===== config.mk =====
export PLATFORM = sky130hd
export DESIGN_NAME = wdt_guard
export DESIGN_NICKNAME = d
export VERILOG_FILES = /design/src/rtl/wdt_pkg.sv /design/src/rtl/wdt_presc.sv /design/src/rtl/wdt_pulse.sv /design/src/rtl/wdt_lowpwr.sv /design/src/rtl/wdt_core.sv /design/src/rtl/wdt_guard.sv
export SDC_FILE = /design/constraint.sdc
export NUM_CORES = 1
export LEC_CHECK = 0
export BUFFER_PORTS_ARGS = -buffer_cell sky130_fd_sc_hd__buf_2
export CORE_MARGIN = 2
export CORE_UTILIZATION = 32
export CTS_CLUSTER_DIAMETER = 100
export DETAILED_ROUTE_END_ITERATION = 8
export GPL_TIMING_DRIVEN = 0
export MAX_ROUTING_LAYER = met4
export PLACE_DENSITY_LB_ADDON = 0.12
export SLEW_MARGIN = 20
export SYNTH_ARGS = -nofsm -noshare
export SYNTH_HDL_FRONTEND = slang
export SYNTH_HIERARCHICAL = 1
export SYNTH_SLANG_ARGS = --single-unit
export TNS_END_PERCENT = 20

===== constraint.sdc =====
create_clock -name clk -period 2.4 [get_ports clk]
set_input_delay 0.24 -clock clk [delete_from_list [all_inputs] [get_ports clk]]
set_output_delay 0.24 -clock clk [all_outputs]
set_load 0.03 [all_outputs]

===== src/rtl/wdt_pkg.sv =====
package wdt_pkg;
  // Register contents after reset: counter all ones, software-reset bit set, not armed
  function automatic logic [7:0] rst_image(input int cnt_w);
    logic [7:0] v;
    v = '1;
    v[0] = 1'b0;
    return v;
  endfunction

  typedef struct packed {
    logic [5:0] cnt;
    logic       sr;
    logic       arm;
  } wdt_reg_t;
endpackage


===== src/rtl/wdt_presc.sv =====
module wdt_presc #(
  parameter int TICK_DIV = 4
) (
  input  logic clk,
  input  logic rst,
  input  logic clr,
  output logic tick
);
  localparam int PW = (TICK_DIV > 2) ? $clog2(TICK_DIV) : 1;
  localparam logic [PW-1:0] LAST = PW'(TICK_DIV - 1);

  logic [PW-1:0] pre;

  always_ff @(posedge clk) begin
    if (rst || clr)      pre <= '0;
    else if (pre == LAST) pre <= '0;
    else                 pre <= pre + PW'(1);
  end

  assign tick = (pre == LAST);

  // ticks never come on two edges in a row
  tick_gap_chk: assert property (@(posedge clk) disable iff (rst)
    (tick && !clr) |=> !tick);
endmodule


===== src/rtl/wdt_pulse.sv =====
module wdt_pulse #(
  parameter int PULSE_LEN = 8
) (
  input  logic clk,
  input  logic rst,
  input  logic fire,
  output logic busy
);
  localparam int PCW = $clog2(PULSE_LEN + 1);

  logic [PCW-1:0] pcnt;

  always_ff @(posedge clk) begin
    if (rst) begin
      busy <= 1'b0;
      pcnt <= '0;
    end else if (busy) begin
      if (pcnt == '0) busy <= 1'b0;
      else            pcnt <= pcnt - PCW'(1);
    end else if (fire) begin
      busy <= 1'b1;
      pcnt <= PCW'(PULSE_LEN - 1);
    end
  end

  // Checker: measures the length of each high period of busy
  logic [PCW:0] hi_len;
  always_ff @(posedge clk) begin
    if (rst)       hi_len <= '0;
    else if (busy) hi_len <= hi_len + (PCW+1)'(1);
    else           hi_len <= '0;
  end

  // a reset request never lasts longer than PULSE_LEN clocks
  pulse_len_chk: assert property (@(posedge clk) disable iff (rst)
    hi_len <= (PCW+1)'(PULSE_LEN));

  // a fire outside a pulse starts one
  fire_rise_chk: assert property (@(posedge clk) disable iff (rst)
    (fire && !busy) |=> busy);
endmodule


===== src/rtl/wdt_lowpwr.sv =====
module wdt_lowpwr (
  input  logic clk,
  input  logic rst,
  input  logic armed,
  input  logic stop_req,
  input  logic wait_req,
  output logic stop_out,
  output logic wait_out
);
  always_ff @(posedge clk) begin
    if (rst) begin
      stop_out <= 1'b0;
      wait_out <= 1'b0;
    end else begin
      stop_out <= stop_req & ~armed;
      wait_out <= wait_req | (stop_req & armed);
    end
  end

  // while armed, a stop request becomes a wait
  stop_to_wait_chk: assert property (@(posedge clk) disable iff (rst)
    (stop_req && armed) |=> (wait_out && !stop_out));

  // with no request, both outputs are low
  idle_chk: assert property (@(posedge clk) disable iff (rst)
    (!stop_req && !wait_req) |=> (!wait_out && !stop_out));
endmodule


===== src/rtl/wdt_core.sv =====
module wdt_core
  import wdt_pkg::*;
#(
  parameter int          CNT_W    = 6,
  parameter int          ADDR_W   = 8,
  parameter logic [7:0]  REG_ADDR = 8'hD8
) (
  input  logic              clk,
  input  logic              rst,
  input  logic              wr_en,
  input  logic [ADDR_W-1:0] wr_addr,
  input  logic [CNT_W+1:0]  wr_data,
  input  logic              hw_sel_n,
  input  logic              tick,
  input  logic              hold,
  output logic              fire,
  output logic              wr_hit,
  output logic              armed,
  output logic [CNT_W+1:0]  rd_data
);
  localparam int REG_W = CNT_W + 2;
  localparam logic [REG_W-1:0] RST_VAL = {{CNT_W{1'b1}}, 1'b1, 1'b0};

  logic [CNT_W-1:0] cnt;
  logic             sr;
  logic             arm;
  logic             tmo;
  logic             swr;

  assign wr_hit = wr_en && (wr_addr == ADDR_W'(REG_ADDR)) && !hold;
  assign tmo    = arm && tick && (cnt == '0) && !hold && !wr_hit;
  assign swr    = wr_hit && arm && !wr_data[1];
  assign fire   = tmo | swr;

  always_ff @(posedge clk) begin
    if (rst || hold || fire) begin
      cnt <= '1;
      sr  <= 1'b1;
      arm <= 1'b0;
    end else if (wr_hit) begin
      cnt <= wr_data[REG_W-1:2];
      sr  <= wr_data[1];
      arm <= arm | wr_data[0] | ~hw_sel_n;
    end else begin
      if (tick && arm) cnt <= cnt - CNT_W'(1);
      if (!hw_sel_n)   arm <= 1'b1;
    end
  end

  assign armed   = arm;
  assign rd_data = {cnt, sr, arm};

  // the activation bit only falls through reset or a reset request
  arm_sticky_chk: assert property (@(posedge clk) disable iff (rst)
    (arm && !hold && !fire) |=> arm);

  // during a reset request the register shows its reset image
  hold_image_chk: assert property (@(posedge clk) disable iff (rst)
    hold |=> (rd_data == RST_VAL));

  // the counter is steady between ticks and writes
  cnt_steady_chk: assert property (@(posedge clk) disable iff (rst)
    (!tick && !wr_hit && !hold && !fire) |=> $stable(cnt));

  // a write lands in the register on its own edge
  wr_load_chk: assert property (@(posedge clk) disable iff (rst)
    (wr_hit && !fire) |=> (cnt == $past(wr_data[REG_W-1:2])));
endmodule


===== src/rtl/wdt_guard.sv =====
module wdt_guard #(
  parameter int         CNT_W     = 6,
  parameter int         ADDR_W    = 8,
  parameter logic [7:0] REG_ADDR  = 8'hD8,
  parameter int         TICK_DIV  = 4,
  parameter int         PULSE_LEN = 8
) (
  input  logic              clk,
  input  logic              rst,
  input  logic              wr_en,
  input  logic [ADDR_W-1:0] wr_addr,
  input  logic [CNT_W+1:0]  wr_data,
  output logic [CNT_W+1:0]  rd_data,
  input  logic              hw_sel_n,
  input  logic              stop_req,
  input  logic              wait_req,
  output logic              stop_out,
  output logic              wait_out,
  output logic              rst_req
);
  logic tick, fire, wr_hit, armed, presc_clr;

  assign presc_clr = wr_hit | fire | rst_req;

  wdt_presc #(.TICK_DIV(TICK_DIV)) u_presc (
    .clk(clk), .rst(rst), .clr(presc_clr), .tick(tick)
  );

  wdt_core #(.CNT_W(CNT_W), .ADDR_W(ADDR_W), .REG_ADDR(REG_ADDR)) u_core (
    .clk(clk), .rst(rst), .wr_en(wr_en), .wr_addr(wr_addr), .wr_data(wr_data),
    .hw_sel_n(hw_sel_n), .tick(tick), .hold(rst_req), .fire(fire),
    .wr_hit(wr_hit), .armed(armed), .rd_data(rd_data)
  );

  wdt_pulse #(.PULSE_LEN(PULSE_LEN)) u_pulse (
    .clk(clk), .rst(rst), .fire(fire), .busy(rst_req)
  );

  wdt_lowpwr u_lp (
    .clk(clk), .rst(rst), .armed(armed), .stop_req(stop_req),
    .wait_req(wait_req), .stop_out(stop_out), .wait_out(wait_out)
  );

  // a software reset request appears on the write edge
  sw_reset_chk: assert property (@(posedge clk) disable iff (rst)
    (wr_hit && armed && !wr_data[1]) |=> rst_req);
endmodule


==> results.cfg <==
[logic_synthesis]
synth_cells = 101
synth.most_common_cell = dfxtp_1
synth_area_leaders = dfxtp_1 37%, ha_1 6.8%, nor2_1 4.1%
ys_seq_area_share_pct = 36.8
syn_avg_cell_area_sq_um = 9.17
synth_warnings = 6
async_flop_share_pct = 0
synth_edf_count = 0
synth_seq_cells = 17
synth_area_sq_um = 926
ys.flop_type = dfxtp_1
synth_commonest_cells = 17 x dfxtp_1, 10 x nor2_1, 7 x a21oi_1
synth_top_area_share_pct = 36.8
synth_nets = 128
yosysTopAreaCell = dfxtp_1
synth_cell_types = 43

[drt]
vias_per_cell = 5.13
finalWirelength_mm = 1.98
first_iter_violations = 15
antenna_left = 0
drt-wirelength-per-cell_um = 11.8
first_pass_iters = 4
drcViolationCount = 0
vias = 861

[clocking]
hold_buffers = 0
post_cts_buffers = 0
clk-insertion-delay-late_ns = 0.29
ctsHtreeMaxLevel = 1
cts_resized = 0
cts_tree = built
cts.path.max_buffers = 2
clkTransAtPathRegs_ns = 0.10
clock_sinks = 17
clock-root-buffer = clkbuf_4
cts_made_buffers = 3

[critical_path]
start_kind = register
critical_path.slowest_cell = dfxtp_1
cp.depth = 7
worstSetupPathType = reg -> reg
worst_ep_arrival_time_ns = 2.39
end_kind = register
cpLargestDelayFamily = simple AND/OR/NAND/NOR gates
cp_max_fo = 12
slowest_delay_ns = 0.45
crit_chain = nor4b_4 -> nand3_2 -> clkinv_2 -> buf_4 -> o31ai_1 -> or3_1 -> nor4b_2
rr_worst_depth = 7
required_ns = 2.61
crit_buf_inv = 2

[worst_hold_path]
whs_path_depth = 3
holdCritPathClass = in -> reg

[flow_run]
cap_violations = 0

[final_layout]
layout.nets = 165
num_antenna_cells = 0
drive_gt1_share_pct = 35.8
register_area_sq_um = 340
multi_input_area_sq_um = 536
fill_cells = 291
postLayoutCellArea_sq_um = 1150
fin_cells = 168
synthToLayoutAreaGrowth_pct = 24.3

[floorplan]
die_h_um = 57.8
rows = 19
die_area_sq_um = 3340
fp.dieW_um = 57.8
core_sq_um = 2760
start_util_pct = 33.6
io_pins = 33

[place]
post-place-ws_ns = 0.212
placed_area_sq_um = 1120
dp.cells = 164
gp_congestion = 0.719
port_buffers = 32
hpwlAfterDp_mm = 1.52

[timing]
finalCriticalPeriod_ns = 2.18
worst_slew_pin_slew_ns = 0.421
finalMaxSlewViolations = 0
fin_setup_tns_ns = 0
rsz0062_at_grt = no
period_share_pct = 90.7
slew_headroom_pct = 71.9
setup_violations = 0
skew_ns = 0.00678
fmax_mhz = 459
hold_violations = 0
worst_slack_ns = 0.224

[global_route]
grt_pass1_wl_mm = 3.30
grt_antenna_before_repair = 0
grt_pass1_vias = 788
grt_max_degree = 13
grt_use_total_pct = 13.2
grt-ovfl-total = 0

[power_and_ir_drop]
p_leak_nw = 0.496
ir_drop_mv = 0.241
power_density_nw_per_um2 = 443

[run_status]
status = completed
[layout make-up]
cell class	count	area share, %
sequential	17	29.6
multi-input combinational	74	46.5
timing repair buffer	32	13.9
tap	31	3.37
inverter	6	2.07
clock buffer	4	2.28
buffer	4	2.28
[per-layer routing]
layer	part of all wire [%]	GRT usage, %	vias up
li1	-	-	444
met1	50	17.1	385
met2	41	18.7	30
met3	8.5	3.35	2
met4	0.71	6.98	0
met5	0	-	-
[worst paths after layout]
check,from,endpoint,slack (ns)
setup / recovery,u_pulse/busy,u_presc/pre[1],0.22
hold / removal,wait_req,u_lp/wait_out,0.16
setup reg to reg,u_pulse/busy,u_presc/pre[1],0.22
hold reg to reg,u_presc/pre[0],u_presc/pre[0],0.43
[power breakdown]
part | switching [mW] | internal (mW) | total [mW] | leakage, nW
clock network | 0.0891 | 0.0645 | 0.154 | 0.0150
logic | 0.0288 | 0.0319 | 0.0608 | 0.343
registers | 0.00574 | 0.290 | 0.296 | 0.139
[sequential cells by signal, indices dropped and copies added, names as in the netlist]
register and cells:
u_core/armed 1, u_pulse/pcnt 4, u_lp/stop_out 1, u_presc/pre 2, u_lp/wait_out 1, u_pulse/busy 1
u_core/sr 1, u_core/cnt 6
[worst min-delay path, stage by stage]
cell and delay (ns):
buf_2 0.08, a21oi_1 0.03, nor2_1 0.07
[metrics by stage]
| stage | hold slack [ns] | power (mW) | utilization [%] |
|---|---|---|---|
| global route | 0.152 | 0.542 | 41.7 |
| detailed placement | 0.424 | 0.364 | 40.8 |
| CTS | 0.152 | 0.516 | 41.7 |
| global placement | 0.416 | 0.362 | 40.8 |
| floorplan | 0.309 | 0.335 | - |
| finish | 0.162 | 0.510 | 41.7 |
[cells by family after synthesis]
logic type,after synthesis,synth area share [%]
AO/OA/AOI/OAI,23,16.9
AND/OR/NAND/NOR,44,32.3
adder cells (fa/ha/maj),5,6.76
XOR/XNOR,2,1.89
buffers and inverters,10,5.40
flip-flops,17,36.8
[layout by cell type, fill, tap and decap left out, types with 2 or more instances in the layout]
cell type and count:
nand2_1 5, o21ai_1 5, nor3_1 4, nor3b_1 2, nand3_1 2, ha_1 5, buf_2 32, a21oi_1 7
clkbuf_1 2, buf_4 3, dfxtp_1 17, nor2_1 10, nor2b_1 2, inv_1 5, clkbuf_4 3, o21ai_0 2
xnor2_1 2, or3_1 2
No activity file was read; power rests on OpenSTA's default activity.
